$ cat src/rtl/hkspi_pkg.sv
package hkspi_pkg;

  typedef enum logic [2:0] {
    ST_OPCODE,
    ST_ADDR,
    ST_DATA,
    ST_BRIDGE,
    ST_SKIP
  } frame_st_e;

  localparam logic [7:0] OP_STREAM_RD = 8'h40;
  localparam logic [7:0] OP_BRIDGE    = 8'hC4;

  // Fixed content of a plain housekeeping register.
  function automatic logic [7:0] bank_default(input logic [7:0] idx);
    return 8'h50 | {4'h0, idx[3:0]};
  endfunction

  // Bit of the outgoing byte to drive once cnt bits of this byte were clocked in.
  function automatic logic [2:0] next_bit_index(input logic [2:0] cnt);
    return 3'd7 - cnt;
  endfunction

endpackage

$ cat src/rtl/hkspi_sync.sv
module hkspi_sync #(
  parameter int STAGES = 2
) (
  input  logic clk,
  input  logic rst_n,
  input  logic sck_in,
  input  logic csb_in,
  input  logic sdi_in,
  output logic sck_q,
  output logic csb_q,
  output logic sdi_q,
  output logic sck_rise,
  output logic sck_fall
);
  logic [STAGES-1:0] sck_p, csb_p, sdi_p;
  logic              sck_prev;

  always_ff @(posedge clk or negedge rst_n) begin
    if (!rst_n) begin
      sck_p    <= '0;
      csb_p    <= '1;
      sdi_p    <= '0;
      sck_prev <= 1'b0;
    end else begin
      sck_p    <= {sck_p[STAGES-2:0], sck_in};
      csb_p    <= {csb_p[STAGES-2:0], csb_in};
      sdi_p    <= {sdi_p[STAGES-2:0], sdi_in};
      sck_prev <= sck_p[STAGES-1];
    end
  end

  assign sck_q    = sck_p[STAGES-1];
  assign csb_q    = csb_p[STAGES-1];
  assign sdi_q    = sdi_p[STAGES-1];
  assign sck_rise = sck_q & ~sck_prev;
  assign sck_fall = ~sck_q & sck_prev;
endmodule

$ cat src/rtl/hkspi_regbank.sv
module hkspi_regbank #(
  parameter int         NUM_REGS = 8,
  parameter int         ID_ADDR  = 3,
  parameter logic [7:0] ID_VALUE = 8'h11
) (
  input  logic [7:0] rd_addr,
  output logic [7:0] rd_data
);
  localparam int         AW    = (NUM_REGS > 1) ? $clog2(NUM_REGS) : 1;
  localparam logic [8:0] LIMIT = 9'(NUM_REGS);

  logic [7:0] rom [NUM_REGS];

  for (genvar i = 0; i < NUM_REGS; i++) begin : g_reg
    if (i == ID_ADDR) begin : g_id
      assign rom[i] = ID_VALUE;
    end else begin : g_plain
      assign rom[i] = hkspi_pkg::bank_default(8'(i));
    end
  end

  always_comb begin
    if ({1'b0, rd_addr} < LIMIT) rd_data = rom[rd_addr[AW-1:0]];
    else                         rd_data = 8'h00;
  end
endmodule

$ cat src/rtl/hkspi_frame.sv
module hkspi_frame
  import hkspi_pkg::*;
(
  input  logic       clk,
  input  logic       rst_n,
  input  logic       csb_q,
  input  logic       sdi_q,
  input  logic       sck_rise,
  input  logic       sck_fall,
  input  logic [7:0] rd_data,
  output logic [7:0] rd_addr,
  output logic       sdo_q,
  output logic       bridge_en,
  output logic       hold_cpu,
  output frame_st_e  state
);
  logic [2:0] bit_cnt;
  logic [6:0] shift;
  logic [7:0] tx_byte;
  logic [7:0] addr_ptr;
  logic [7:0] rx_full;
  logic       byte_end;

  assign rx_full  = {shift, sdi_q};
  assign byte_end = sck_rise & (bit_cnt == 3'd7);
  assign rd_addr  = (state == ST_ADDR) ? rx_full : addr_ptr + 8'd1;

  always_ff @(posedge clk or negedge rst_n) begin
    if (!rst_n) begin
      state     <= ST_OPCODE;
      bit_cnt   <= '0;
      shift     <= '0;
      tx_byte   <= '0;
      addr_ptr  <= '0;
      sdo_q     <= 1'b0;
      bridge_en <= 1'b0;
      hold_cpu  <= 1'b0;
    end else if (csb_q) begin
      state     <= ST_OPCODE;
      bit_cnt   <= '0;
      sdo_q     <= 1'b0;
      bridge_en <= 1'b0;
      hold_cpu  <= 1'b0;
    end else begin
      if (sck_rise) begin
        shift   <= rx_full[6:0];
        bit_cnt <= bit_cnt + 3'd1;
      end
      if (byte_end) begin
        case (state)
          ST_OPCODE: begin
            if (rx_full == OP_STREAM_RD) state <= ST_ADDR;
            else if (rx_full == OP_BRIDGE) begin
              state    <= ST_BRIDGE;
              hold_cpu <= 1'b1;
            end else state <= ST_SKIP;
          end
          ST_ADDR: begin
            addr_ptr <= rx_full;
            tx_byte  <= rd_data;
            state    <= ST_DATA;
          end
          ST_DATA: begin
            addr_ptr <= addr_ptr + 8'd1;
            tx_byte  <= rd_data;
          end
          default: ;
        endcase
      end
      if (sck_fall) begin
        if (state == ST_DATA)   sdo_q     <= tx_byte[next_bit_index(bit_cnt)];
        if (state == ST_BRIDGE) bridge_en <= 1'b1;
      end
    end
  end
endmodule

$ cat src/rtl/hk_spi_bridge.sv
module hk_spi_bridge #(
  parameter int         SYNC_STAGES = 2,
  parameter int         NUM_REGS    = 8,
  parameter int         ID_ADDR     = 3,
  parameter logic [7:0] ID_VALUE    = 8'h11
) (
  input  logic clk,
  input  logic rst_n,
  input  logic host_sck_i,
  input  logic host_csb_i,
  input  logic host_sdi_i,
  output logic host_sdo_o,
  input  logic fl_sdo_i,
  output logic fl_csb_o,
  output logic fl_sck_o,
  output logic fl_sdi_o,
  output logic cpu_rst_o
);
  import hkspi_pkg::*;

  logic       sck_q, csb_q, sdi_q, sck_rise, sck_fall;
  logic [7:0] rd_addr, rd_data;
  logic       reg_sdo, bridge_en, hold_cpu;
  frame_st_e  state;
  logic       skip_active;

  hkspi_sync #(.STAGES(SYNC_STAGES)) u_sync (
    .clk(clk), .rst_n(rst_n),
    .sck_in(host_sck_i), .csb_in(host_csb_i), .sdi_in(host_sdi_i),
    .sck_q(sck_q), .csb_q(csb_q), .sdi_q(sdi_q),
    .sck_rise(sck_rise), .sck_fall(sck_fall)
  );

  hkspi_frame u_frame (
    .clk(clk), .rst_n(rst_n),
    .csb_q(csb_q), .sdi_q(sdi_q),
    .sck_rise(sck_rise), .sck_fall(sck_fall),
    .rd_data(rd_data), .rd_addr(rd_addr),
    .sdo_q(reg_sdo), .bridge_en(bridge_en), .hold_cpu(hold_cpu),
    .state(state)
  );

  hkspi_regbank #(.NUM_REGS(NUM_REGS), .ID_ADDR(ID_ADDR), .ID_VALUE(ID_VALUE)) u_bank (
    .rd_addr(rd_addr), .rd_data(rd_data)
  );

  assign skip_active = (state == ST_SKIP);
  assign fl_csb_o    = ~bridge_en;
  assign fl_sck_o    = bridge_en & sck_q;
  assign fl_sdi_o    = bridge_en & sdi_q;
  assign host_sdo_o  = bridge_en ? fl_sdo_i : reg_sdo;
  assign cpu_rst_o   = hold_cpu;
endmodule

$ cat config.mk
export PLATFORM = sky130hd
export DESIGN_NAME = hk_spi_bridge
export DESIGN_NICKNAME = d
export VERILOG_FILES = /design/src/rtl/hkspi_pkg.sv /design/src/rtl/hkspi_sync.sv /design/src/rtl/hkspi_regbank.sv /design/src/rtl/hkspi_frame.sv /design/src/rtl/hk_spi_bridge.sv
export SDC_FILE = /design/constraint.sdc
export NUM_CORES = 1
export LEC_CHECK = 0
export BUFFER_PORTS_ARGS = -buffer_cell sky130_fd_sc_hd__buf_2
export CORE_MARGIN = 2
export CORE_UTILIZATION = 45
export CTS_BUF_LIST = sky130_fd_sc_hd__clkbuf_16
export DETAILED_ROUTE_END_ITERATION = 8
export SYNTH_ARGS = -nofsm -noshare
export SYNTH_HDL_FRONTEND = slang
export SYNTH_HIERARCHICAL = 1
export SYNTH_SLANG_ARGS = --single-unit
$ cat constraint.sdc
create_clock -name clk -period 2.7 [get_ports clk]
set_clock_uncertainty 0.15 [all_clocks]
set_input_delay 0 -clock clk [delete_from_list [all_inputs] [get_ports clk]]
set_output_delay 0 -clock clk [all_outputs]
set_load 0.01 [all_outputs]
; Word-level counts from Yosys, hierarchy flattened
; Memory sizes are Yosys's and may differ from the RTL's.
; Cells that the tools add are included.
[word_totals]
register_bits = 39
romBits = 64
output_inout_bits = 5
elab_cells = 80
n_memories = 1
[op_classes]
add_sub_neg = 3
n_lt_le_gt_ge = 3
eq_ne = 7
n_mux = 26
n_bitwise = 10
n_reduce_logical = 18
[memory_table]
columns = memory, words, width, read_ports, rd_ports_with_merged_regs, wr, line_no
row1 = (name not given), 8, 8, 1, 0, 0, hkspi_regbank.sv:23  ; if ({1'b0, rd_addr} < LIMIT) rd_data = rom[rd_addr[AW-1:0]];
[op_table]
columns = op, n
row1 = 8-bit two-way mux, 4
row2 = 3-bit two-way mux, 6
row3 = 8-bit one-hot mux with 2 select lines, 1
row4 = 2-bit nonzero test, 8
row5 = 1-bit two-way mux, 13
row6 = "8-bit by 1-bit adder with 8-bit output, second input constant", 1
row7 = "8-bit by 7-bit == test with 1-bit output, second input constant", 1
row8 = "8-bit == test, second input constant", 1
row9 = "8-bit by 4-bit less-than comparator with 1-bit output, second input constant", 1
row10 = 2-bit AND reduction, 4
row11 = "3-bit by 2-bit == test with 1-bit output, second input constant", 2
row12 = 3-bit one-hot mux with 2 select lines, 1
row13 = 3-bit AND reduction, 2
row14 = 1-bit AND, 5
row15 = "4-bit greater-or-equal comparator, second input constant", 1
row16 = "3-bit by 4-bit less-than comparator with 1-bit output, second input constant", 1
row17 = 1-bit NOT, 4
row18 = 3-bit NOT with 4-bit output, 1
row19 = 4-bit AND reduction, 1
row20 = "3-bit by 1-bit adder with 3-bit output, second input constant", 1
row21 = 1-bit binary-select mux with 3-bit select, 1
row22 = "3-bit by 1-bit == test with 1-bit output, second input constant", 1
row23 = "3-bit == test, second input constant", 1
row24 = 3-bit logical NOT, 1
row25 = other kinds (4), 4

; Longest topological paths before layout
; Gate-level depths: netlist of the first run.
[depth]
word_depth = 7
depth_mapped = 9
mapped_depth_nobuf = 9

; Cells and area by module
; Netlist of the first run, hierarchy kept.
[modules_own_cells]
columns = mod, instances, cells_each, area_each_um2
row1 = hkspi_frame, 1, 177, 1719.1
row2 = hkspi_sync, 1, 9, 192.7
row3 = hkspi_regbank, 1, 11, 90.1
row4 = hk_spi_bridge, 1, 4, 33.8

; Worst setup path before layout of the first run
; Ideal clock, no wire load.
[synth_timing]
path_kind = reg-to-reg
start = reg u_frame.state[2]
end = reg u_frame.tx_byte[1]
setup_time_ns = 0.065
arrival_time_ns = 2.141
required_ns = 2.485
path_slack_ns = 0.344
stages_incl_launch_ff = 10
path_buffers = 2
cell_sequence = dfrtp_1 -> or3b_1 -> buf_6 -> clkbuf_1 -> nor2_1 -> a21oi_1 -> or4_4 -> nor4b_2 -> nand2_1 -> nand2_1
[synth_rtl]
columns = element, line_no
row1 = "start, declared", hkspi_frame.sv:15  ; output frame_st_e state
row2 = "start signal, assigned", hkspi_frame.sv:30  ; state <= ST_OPCODE;
row3 = "start signal, assigned", hkspi_frame.sv:39  ; state <= ST_OPCODE;
row4 = "start signal, assigned", hkspi_frame.sv:52  ; if (rx_full == OP_STREAM_RD) state <= ST_ADDR;
row5 = 3-bit by 1-bit == test with 1-bit output, hkspi_frame.sv:26  ; assign rd_addr = (state == ST_ADDR) ? rx_full : addr_ptr + 8'd1;
row6 = 8-bit two-way mux, hkspi_frame.sv:26
row7 = via rd_addr[6], hk_spi_bridge.sv:22  ; logic [7:0] rd_addr, rd_data;
row8 = 8-bit by 4-bit less-than comparator with 1-bit output, hkspi_regbank.sv:23
row9 = 8-bit two-way mux, hkspi_regbank.sv:23
row10 = via rd_data[1], hk_spi_bridge.sv:22
row11 = "end signal, assigned", hkspi_frame.sv:60  ; tx_byte <= rd_data;
row12 = "end signal, assigned", hkspi_frame.sv:65  ; tx_byte <= rd_data;
row13 = "end, declared", hkspi_frame.sv:19  ; logic [7:0] tx_byte;
; The timed path passes the listed nets, and every way through them passes these cells. The select of a mux whose other input is x is not followed.
; A chain may end at the register's enable or synchronous reset.

; Worst setup path after layout of the first run
[layout_timing]
start = reg u_frame.addr_ptr[0]
end = reg u_frame.tx_byte[1]
[layout_rtl]
columns = element, line_no
row1 = "start, declared", hkspi_frame.sv:20  ; logic [7:0] addr_ptr;
row2 = "start signal, assigned", hkspi_frame.sv:59  ; addr_ptr <= rx_full;
row3 = "start signal, assigned", hkspi_frame.sv:64  ; addr_ptr <= addr_ptr + 8'd1;
row4 = 8-bit by 1-bit adder with 8-bit output, hkspi_frame.sv:26
row5 = 8-bit two-way mux, hkspi_frame.sv:26
row6 = via rd_addr[6], hk_spi_bridge.sv:22
row7 = 8-bit by 4-bit less-than comparator with 1-bit output, hkspi_regbank.sv:23
row8 = 8-bit two-way mux, hkspi_regbank.sv:23
row9 = via rd_data[1], hk_spi_bridge.sv:22
; The timed path passes the listed nets, and every way through them passes these cells. The select of a mux whose other input is x is not followed.

==> results of run 1 <==
power breakdown:
| group | switching, W | internal [W] | leakage [nW] |
|---|---|---|---|
| clock | 0.000217 | 0.000337 | 0.0726 |
| sequential | 0.0000777 | 0.000636 | 0.497 |
| combinational | 0.0000437 | 0.0000585 | 0.425 |
| total | 0.000338 | 0.00103 | 0.995 |
cell usage after synthesis (2+ instances only):
cell type	number	area, um^2
o22ai_1	3	18.77
a2bb2oi_1	2	17.52
clkbuf_1	3	11.26
nor2b_1	3	18.77
and2_2	2	15.01
buf_4	4	30.03
nor4_1	2	12.51
nand3_1	7	35.03
nor2_1	16	60.06
o311ai_0	2	17.52
inv_1	4	15.01
mux2i_1	5	50.05
a21oi_1	16	80.08
xnor2_1	5	43.79
buf_6	2	22.52
xor2_1	3	26.28
dfstp_2	2	52.55
o21ai_0	4	20.02
or3b_1	2	17.52
nor3b_1	3	22.52
nand2_1	33	123.9
dfrtp_1	37	925.9
ha_1	3	37.54
buf_2	3	15.01
mux2_2	8	90.09
and3_1	2	12.51
registers in the layout, indices dropped and copies added, names as in the netlist:
name / cells
u_frame/addr_ptr: 8
u_frame/tx_byte: 8
u_frame/shift: 7
u_frame/bit_cnt: 3
u_frame/state: 3
u_sync/csb_p: 2
u_sync/sck_p: 2
u_sync/sdi_p: 2
u_frame/bridge_en: 1
u_frame/hold_cpu: 1
u_frame/sdo_q: 1
u_sync/sck_prev: 1
timing repair:
action,CTS,global route
hold buffers,4,0
gates resized for setup,0,2
endpoints found under the hold margin,40,0
setup endpoints to repair,0,1
worst paths after layout:
kind | startpoint | end | slack, ns
max in group asynchronous | rst_n | u_frame/addr_ptr[0] | 1.61
hold reg to reg | u_sync/sdi_p[0] | u_sync/sdi_p[1] | 0.20
setup reg to reg | u_frame/addr_ptr[0] | u_frame/tx_byte[1] | 0.27
hold / removal | fl_sdo_i | host_sdo_o | 0.16
min in group asynchronous | rst_n | u_sync/sdi_p[1] | 0.21
setup / recovery | u_frame/addr_ptr[0] | u_frame/tx_byte[1] | 0.27
per-stage QoR:
step	worst slack [ns]	util [%]	cell area [um^2]	cells	power, W
3_3_place_gp	0.2783	48.28	2102	256	0.0008097
4_1_cts	0.2099	52.44	2283	268	0.001384
6_report	0.2736	52.53	2287	268	0.001369
5_1_grt	0.05323	52.53	2287	268	0.001437
2_1_floorplan	0.3438	-	2043	203	0.0007684
3_5_place_dp	0.2382	48.28	2102	256	0.0008194
cell families (layout without fill, tap and decap cells):
| logic type | Yosys count | after routing |
|---|---|---|
| AO/OA/AOI/OAI | 38 | 38 |
| XOR/XNOR | 8 | 8 |
| adder cells (fa/ha/maj) | 3 | 3 |
| buffers and inverters | 16 | 29 |
| flip-flops | 39 | 39 |
| multiplexers | 15 | 15 |
| other | 1 | 3 |
| AND/OR/NAND/NOR | 81 | 81 |
critical path, delay by kind of cell (launching register included):
kind / cells / cell delay (ns)
xor gates and xnor gates: 1 / 0.16
DFF: 1 / 0.43
AOI/OAI and AO/OA: 1 / 0.08
adders and majority gates: 1 / 0.22
and+or+nand+nor: 6 / 1.33
metal layers:
metal,up-vias,global-route usage (%),routed length (um)
li1,728,-,-
met1,702,23.03,1806
met2,30,28.09,1931
met3,7,4.501,148
met4,0,8.386,97
met5,-,0,0
layout make-up:
cell class              instances  area share [%]
flip-flops and latches         39           42.83
multi-input cells             148           42.56
clock buffers                   5           5.470
repair buffers                 17           4.923
well taps                      52           2.845
clock inverters                 3          0.7112
inverters                       4          0.6565
==> flow_metrics.env, run 1 <==
export IMPL_run_status="finished, final reports clean"
export IMPL_clkLatencyLatePin_ns=0.28
export IMPL_drt_drc_violations_left=0
export IMPL_cp_max_fo=6
export IMPL_syn_avg_cell_area_um2=10.13
export IMPL_die_y_um=71.26
export IMPL_worst_hold_path_type="in -> out"
export IMPL_detail_route_first_pass_iterations=4
export IMPL_post_synth_fa_ha_maj_area_fraction_pct=1.844
export IMPL_yosys_area_share_xor_xnor_pct=3.442
export IMPL_area_occupied_by_multi_input_gates_um2=973.4
export IMPL_power_density_cell_area_nw_per_um2=598.5
export IMPL_tritoncts_num_buffers=5
export IMPL_synth_seq_cells=39
export IMPL_layout_min_cycle_time_ns=2.426
export IMPL_crit_path_frequent_cell="nand2_1"
export IMPL_synth_area_mux_share_pct=8.728
export IMPL_port_buffer_count=10
export IMPL_start_util_pct=46.75
export IMPL_final_period_utilization_pct=89.87
export IMPL_ctsLongestPathBuffers=2
export IMPL_crit_slowest_cell="or4_4"
export IMPL_leakage_nw=0.9949
export IMPL_rsz0062_at_grt="no"
export IMPL_totalNegativeSetupSlack_ns=0
export IMPL_crit_path_start_kind="register"
export IMPL_max_clock_freq_ghz=0.4121
export IMPL_drt_wirelength_per_cell_um=14.87
export IMPL_core_region_area_um2=4354
export IMPL_post_synth_and_or_nand_nor_area_fraction_pct=20.28
export IMPL_finalMaxSlewViolations=0
export IMPL_core_rowCount=24
export IMPL_totalWireLength_um=3984
export IMPL_holdPathStages=3
export IMPL_grt_pass1_wl_um=6941
export IMPL_arrival_ns=2.49
export IMPL_synthCells=201
export IMPL_synth_seq_area_share_pct=48.06
export IMPL_timing_critical_path_required_ns=2.76
export IMPL_asyncSetResetFlopFracSynth_pct=100.0
export IMPL_synth_cell_types=51
export IMPL_clock_tree_root_driver_cell="clkbuf_16"
export IMPL_cts_num_sinks=39
export IMPL_most_common_layout_cells="dfrtp_1 (36), nand2_1 (33), nor2_1 (16), a21oi_1 (16), buf_2 (10)"
export IMPL_number_of_fill_cells=390
export IMPL_worst_r2r_cell_count=9
export IMPL_area_growth_syn_to_layout_pct=12.35
export IMPL_synthFlopType="dfrtp_1"
export IMPL_final_common_cell="dfrtp_1"
export IMPL_timing_hold_violations_final=0
export IMPL_share_of_the_synthesized_area_in_compound_gates_ao_oa_aoi_oai_pct=12.85
export IMPL_critPathKind="reg -> reg"
export IMPL_i_o_pin_cnt=11
export IMPL_drtAntennaViolNets=0
export IMPL_number_of_antenna_repair_diodes=0
export IMPL_detailroute_via_count=1467
export IMPL_cpPeakStageDelay_ns=0.59
export IMPL_post_cts_buffers=0
export IMPL_end_kind="register"
export IMPL_cts_tree="yes"
export IMPL_first_global_vias=1522
export IMPL_setup_violations=0
export IMPL_die_area_um2=5078
export IMPL_grt_start_max_net_pins=40
export IMPL_timing_hold_ws_ns=0.1639
export IMPL_worst_slew_pin_transition_ns=0.8340
export IMPL_main_combinational_cell_family_by_area_after_synthesis="simple AND/OR/NAND/NOR gates"
export IMPL_synth_enable_flop_cells=0
export IMPL_timing_critical_path_cells="ha_2 -> and3_1 -> nand3_1 -> xor2_1 -> a21oi_1 -> or4_4 -> nor4b_2 -> nand2_1 -> nand2_1"
export IMPL_cap_viol_max_count=0
export IMPL_place_detailed_hpwl_um=2814
export IMPL_first_iter_violations=57
export IMPL_synth_yosys_warnings=6
export IMPL_number_of_vias_per_cell=5.474
export IMPL_grt_antenna_before_repair=0
export IMPL_share_of_final_layout_standard_cells_stronger_than_drive_strength_1_pct=19.44
export IMPL_timing_max_slew_rel_slack_pct=44.40
export IMPL_die_x_um=71.26
export IMPL_layout_nets=224
export IMPL_grt_ovfl_total=0
export IMPL_place_congestion=0.8783
export IMPL_netlist_area_um2=2036
export IMPL_layout_area_seq_um2=979.7
export IMPL_h_tree_depth=2
export IMPL_cts_reportedPaths_clkPinSlew_ns=0.05
export IMPL_worst_ir_drop_vdd_v=0.0003372
export IMPL_global_route_usage_total_pct=17.78
Power figures use the tool's default switching activity.
==> inputs of run 2 (changes only) <==
--- a/config.mk
+++ b/config.mk
@@ -6,7 +6,7 @@
 export NUM_CORES = 1
 export LEC_CHECK = 0
 export BUFFER_PORTS_ARGS = -buffer_cell sky130_fd_sc_hd__buf_2
-export CORE_MARGIN = 2
+export CORE_MARGIN = 5
 export CORE_UTILIZATION = 45
 export CTS_BUF_LIST = sky130_fd_sc_hd__clkbuf_16
 export DETAILED_ROUTE_END_ITERATION = 8
==> run 2 against run 1 <==
Global-route usage decreased by 3.3 points; core utilization about the same; register-to-register slack got worse by 0.05 ns; critical endpoint unchanged; largest power group unchanged; highest routed layer unchanged.
==> flow_metrics.env, run 2 (synthesized netlist as in run 1, its figures left out) <==
export IMPL_run_status="finished, final reports clean"
export IMPL_die_x_um=77.26
export IMPL_detailroute_via_count=1509
export IMPL_cts_tree="yes"
export IMPL_totalWireLength_um=4033
export IMPL_timing_hold_violations_final=0
export IMPL_crit_path_start_kind="register"
export IMPL_drt_wirelength_per_cell_um=14.99
export IMPL_first_global_vias=1450
export IMPL_core_region_area_um2=4384
export IMPL_timing_max_slew_rel_slack_pct=42.98
export IMPL_core_rowCount=24
export IMPL_timing_critical_path_required_ns=2.77
export IMPL_max_clock_freq_ghz=0.4034
export IMPL_cts_reportedPaths_clkPinSlew_ns=0.06
export IMPL_worst_slew_pin_transition_ns=0.8553
export IMPL_detail_route_first_pass_iterations=4
export IMPL_cts_num_sinks=39
export IMPL_grt_antenna_before_repair=0
export IMPL_layout_min_cycle_time_ns=2.479
export IMPL_final_period_utilization_pct=91.80
export IMPL_power_density_cell_area_nw_per_um2=605.0
export IMPL_share_of_final_layout_standard_cells_stronger_than_drive_strength_1_pct=20.28
export IMPL_area_growth_syn_to_layout_pct=13.03
export IMPL_worst_ir_drop_vdd_v=0.0003791
export IMPL_cap_viol_max_count=0
export IMPL_first_iter_violations=79
export IMPL_grt_pass1_wl_um=6941
export IMPL_worst_hold_path_type="in -> out"
export IMPL_critPathKind="reg -> reg"
export IMPL_clkLatencyLatePin_ns=0.28
export IMPL_grt_ovfl_total=0
export IMPL_timing_hold_ws_ns=0.1714
export IMPL_finalMaxSlewViolations=0
export IMPL_place_detailed_hpwl_um=2780
export IMPL_clock_tree_root_driver_cell="clkbuf_16"
export IMPL_place_congestion=0.8279
export IMPL_h_tree_depth=2
export IMPL_tritoncts_num_buffers=5
export IMPL_post_cts_buffers=0
export IMPL_totalNegativeSetupSlack_ns=0
export IMPL_layout_nets=225
export IMPL_fin_total_pwr_w=0.001392
export IMPL_setup_violations=0
export IMPL_start_util_pct=46.43
export IMPL_final_common_cell="dfrtp_1"
export IMPL_leakage_nw=0.9958
export IMPL_rsz0062_at_grt="no"
export IMPL_cp_max_fo=6
export IMPL_drt_drc_violations_left=0
export IMPL_ctsLongestPathBuffers=2
export IMPL_global_route_usage_total_pct=14.49
export IMPL_number_of_antenna_repair_diodes=0
export IMPL_biggestRegsByFlops="u_frame/addr_ptr: 8 flops, u_frame/tx_byte: 8 flops, u_frame/shift: 7 flops"
export IMPL_port_buffer_count=10
export IMPL_number_of_vias_per_cell=5.610
export IMPL_arrival_ns=2.55
export IMPL_die_area_um2=5969
export IMPL_i_o_pin_cnt=11
export IMPL_most_common_layout_cells="dfrtp_1 (37), nand2_1 (33), nor2_1 (16), a21oi_1 (16), buf_2 (10)"
export IMPL_grt_start_max_net_pins=40
export IMPL_die_y_um=77.26
export IMPL_end_kind="register"
export IMPL_drtAntennaViolNets=0
## run 2: repair_timing
item | in CTS | in global routing
hold endpoints to repair | 40 | 0
resized for setup | 0 | 1
setup endpoints to repair | 0 | 1
hold buffers | 4 | 0
## run 2: routing by layer
metal  track usage (%)  wire [um]  up-vias  share of wire, %
li1                  -          -      733                 -
met3             3.162        163        2               4.0
met5                 0          0        -                 0
met2             23.23       1983       37                49
met4             5.155         38        0              0.94
met1             19.18       1848      737                46
## run 2: cell type report
type                       instances  area [um^2]
clock buffer                       5        125.1
clock inverter                     3        23.77
fill                             394         2083
inverter                           4        15.01
multi-input combinational        148        973.4
sequential                        39        978.4
tap                               52        65.06
timing repair buffer              18        120.1
## run 2: final timing paths
path	start	to	slack, ns	cells past startpoint
hold reg to reg	u_sync/sck_p[0]	u_sync/sck_p[1]	0.21	0
min in group asynchronous	rst_n	u_sync/sdi_p[1]	0.22	2
max in group asynchronous	rst_n	u_frame/shift[3]	1.63	2
setup / recovery	u_frame/addr_ptr[0]	u_frame/tx_byte[1]	0.22	9
setup reg to reg	u_frame/addr_ptr[0]	u_frame/tx_byte[1]	0.22	9
hold / removal	fl_sdo_i	host_sdo_o	0.17	3
## run 2: worst max-delay path, stage by stage, from the launching register on
cell     delay [ns]
dfrtp_1        0.43
ha_2           0.25
and3_1         0.23
nand3_1        0.15
xor2_1         0.16
a21oi_1        0.08
or4_4          0.59
nor4b_2        0.23
nand2_1        0.07
nand2_1        0.07
## run 2: through the flow
stage / cell area (um^2) / std cells / utilization (%) / setup slack (ns)
2_1_floorplan: 2043 / 203 / - / 0.3438
3_3_place_gp: 2110 / 257 / 48.12 / 0.2822
3_5_place_dp: 2110 / 257 / 48.12 / 0.2397
4_1_cts: 2298 / 269 / 52.43 / 0.2206
5_1_grt: 2301 / 269 / 52.48 / 0.01018
6_report: 2301 / 269 / 52.48 / 0.2213
## run 2: power by group
group,internal [W],switching (W)
combinational,0.0000584,0.0000430
sequential,0.000636,0.0000725
clock,0.000345,0.000238
==> inputs of run 3 (changes only) <==
--- a/config.mk
+++ b/config.mk
@@ -10,6 +10,8 @@
 export CORE_UTILIZATION = 45
 export CTS_BUF_LIST = sky130_fd_sc_hd__clkbuf_16
 export DETAILED_ROUTE_END_ITERATION = 8
+export PLACE_DENSITY_LB_ADDON = 0.1
+export SETUP_SLACK_MARGIN = 0.4
 export SYNTH_ARGS = -nofsm -noshare
 export SYNTH_HDL_FRONTEND = slang
 export SYNTH_HIERARCHICAL = 1
==> run 3 against run 2 <==
Total power increased by 5.6%; die area did not move; combinational power increased by 4%; via count is 1.8% higher; sequential share of layout area down 2.1 points; register-to-register slack better by 0.15 ns; first-iteration DRC count grew 41%; critical path depth is 1 higher; sequential power grew 0.8%; clock power up 12%; setup slack improved by 0.15 ns; global-route usage increased by 1.4 points; largest power group unchanged.
==> flow_metrics.env, run 3 (synthesized netlist as in run 1, its figures left out) <==
export IMPL_setup_violations=0
export IMPL_drt_drc_violations_left=0
export IMPL_die_area_um2=5969
export IMPL_cts_num_sinks=39
export IMPL_totalWireLength_um=4482
export IMPL_timing_max_slew_rel_slack_pct=42.58
export IMPL_biggestRegsByFlops="u_frame/addr_ptr: 8 flops, u_frame/tx_byte: 8 flops, u_frame/shift: 7 flops"
export IMPL_clkLatencyLatePin_ns=0.28
export IMPL_grt_pass1_wl_um=7679
export IMPL_power_density_cell_area_nw_per_um2=605.3
export IMPL_core_region_area_um2=4384
export IMPL_grt_start_max_net_pins=40
export IMPL_crit_path_frequent_cell="nand2_1"
export IMPL_place_congestion=0.8325
export IMPL_detail_route_first_pass_iterations=4
export IMPL_core_rowCount=24
export IMPL_layout_min_cycle_time_ns=2.326
export IMPL_ctsLongestPathBuffers=2
export IMPL_totalNegativeSetupSlack_ns=0
export IMPL_critical_path_top_delay_family="simple AND/OR/NAND/NOR gates"
export IMPL_area_growth_syn_to_layout_pct=19.30
export IMPL_drtAntennaViolNets=0
export IMPL_max_clock_freq_ghz=0.4300
export IMPL_post_dp_cell_area_um2=2105
export IMPL_layoutNonFillerInstCount=275
export IMPL_leakage_nw=1.034
export IMPL_dp_cells=256
export IMPL_first_iter_violations=111
export IMPL_crit_slowest_cell="or4_4"
export IMPL_crit_path_start_kind="register"
export IMPL_place_detailed_hpwl_um=2952
export IMPL_cts_reportedPaths_clkPinSlew_ns=0.05
export IMPL_arrival_ns=2.39
export IMPL_final_cell_area_um2=2429
export IMPL_i_o_pin_cnt=11
export IMPL_grt_antenna_before_repair=0
export IMPL_worst_hold_path_type="in -> out"
export IMPL_first_global_vias=1588
export IMPL_cpPeakStageDelay_ns=0.47
export IMPL_final_period_utilization_pct=86.14
export IMPL_timing_hold_ws_ns=0.1755
export IMPL_cts_tree="yes"
export IMPL_grt_ovfl_total=0
export IMPL_timing_critical_path_required_ns=2.77
export IMPL_clock_tree_root_driver_cell="clkbuf_16"
export IMPL_port_buffer_count=10
export IMPL_global_route_usage_total_pct=15.90
export IMPL_final_common_cell="dfrtp_1"
export IMPL_critPathKind="reg -> reg"
export IMPL_worst_slack_ns=0.3742
export IMPL_finalMaxSlewViolations=0
export IMPL_path_buf_inv=1
export IMPL_worst_ir_drop_vdd_v=0.0003693
export IMPL_cap_viol_max_count=0
export IMPL_drt_wirelength_per_cell_um=16.30
export IMPL_rsz0062_at_grt="yes"
export IMPL_detailroute_via_count=1536
export IMPL_die_y_um=77.26
export IMPL_timing_hold_violations_final=0
export IMPL_layout_nets=231
export IMPL_die_x_um=77.26
export IMPL_cp_max_fo=5
export IMPL_share_of_final_layout_standard_cells_stronger_than_drive_strength_1_pct=26.46
export IMPL_tritoncts_num_buffers=5
export IMPL_h_tree_depth=2
export IMPL_start_util_pct=46.43
export IMPL_detailedPlace_worstSlack_ns=0.2700
export IMPL_end_kind="register"
export IMPL_worst_slew_pin_transition_ns=0.8613
export IMPL_timing_critical_path_cells="buf_6 -> ha_4 -> and3_4 -> nand3_4 -> xor2_1 -> a21oi_1 -> or4_4 -> nor4b_4 -> nand2_1 -> nand2_1"
export IMPL_number_of_vias_per_cell=5.585
export IMPL_number_of_antenna_repair_diodes=0
export IMPL_run_status="finished, final reports clean"
export IMPL_most_common_layout_cells="dfrtp_1 (34), nand2_1 (33), nor2_1 (16), a21oi_1 (16), buf_2 (10)"
[run 3: cell count changes in the layout (fill, tap and decap cells not counted), moves of 2 or more]
cell / before / now
dfrtp_1: 37 / 34
buf_6: 0 / 2
nand3_1: 7 / 5
and3_1: 2 / 0
dfrtp_2: 0 / 3
and3_4: 0 / 2
buf_4: 4 / 7
clkinvlp_4: 2 / 0
[run 3: worst paths after layout]
| kind | endpoint | depth (start not counted) | slack (ns) | start |
|---|---|---|---|---|
| max | u_frame/tx_byte[1] | 10 | 0.37 | u_frame/addr_ptr[0] |
| min | host_sdo_o | 3 | 0.18 | fl_sdo_i |
| max reg2reg | u_frame/tx_byte[1] | 10 | 0.37 | u_frame/addr_ptr[0] |
| min reg2reg | u_sync/sck_p[1] | 0 | 0.21 | u_sync/sck_p[0] |
| max in group asynchronous | u_frame/addr_ptr[1] | 2 | 1.58 | rst_n |
| min in group asynchronous | u_sync/sdi_p[0] | 2 | 0.22 | rst_n |
[run 3: final cells by class]
type,count,area (um^2)
Timing Repair Buffer,24,170.2
Sequential cell,39,982.2
Clock inverter,3,38.79
Fill cell,400,1956
Clock buffer,5,125.1
Tap cell,52,65.06
Inverter,4,15.01
Multi-Input combinational cell,148,1032
[run 3: power breakdown]
| part | total [W] | switching (W) | internal (W) |
|---|---|---|---|
| combinational | 0.000105 | 0.0000464 | 0.0000589 |
| sequential | 0.000714 | 0.0000782 | 0.000636 |
| clock | 0.000651 | 0.000221 | 0.000430 |
| total | 0.00147 | 0.000345 | 0.00112 |
[run 3: worst min-delay path, delay by kind of cell]
family   cells  cell delay (ns)
mux          1             0.13
buf+inv      2             0.20
[run 3: metrics by stage]
stage	util, %	power [W]
floorplan	-	0.0007684
global placement	48.00	0.0008134
detailed placement	48.00	0.0008195
CTS	53.57	0.001483
global route	55.39	0.001531
finish	55.39	0.001470
[run 3: what timing repair did]
item / CTS / global route
setup endpoints to repair: 4 / 7
cloned: 0 / 0
endpoints found under the hold margin: 40 / 0
pin swaps: 0 / 9
hold buffers: 4 / 0
setup buffers: 1 / 6
resized for setup: 6 / 9
[run 3: metal layers]
metal	up-vias	part of all wire [%]	GRT usage [%]
met5	-	0	0
li1	745	-	-
met4	0	1.2	6.186
met2	31	52	26.18
met1	754	44	20.04
met3	6	3.1	3.747
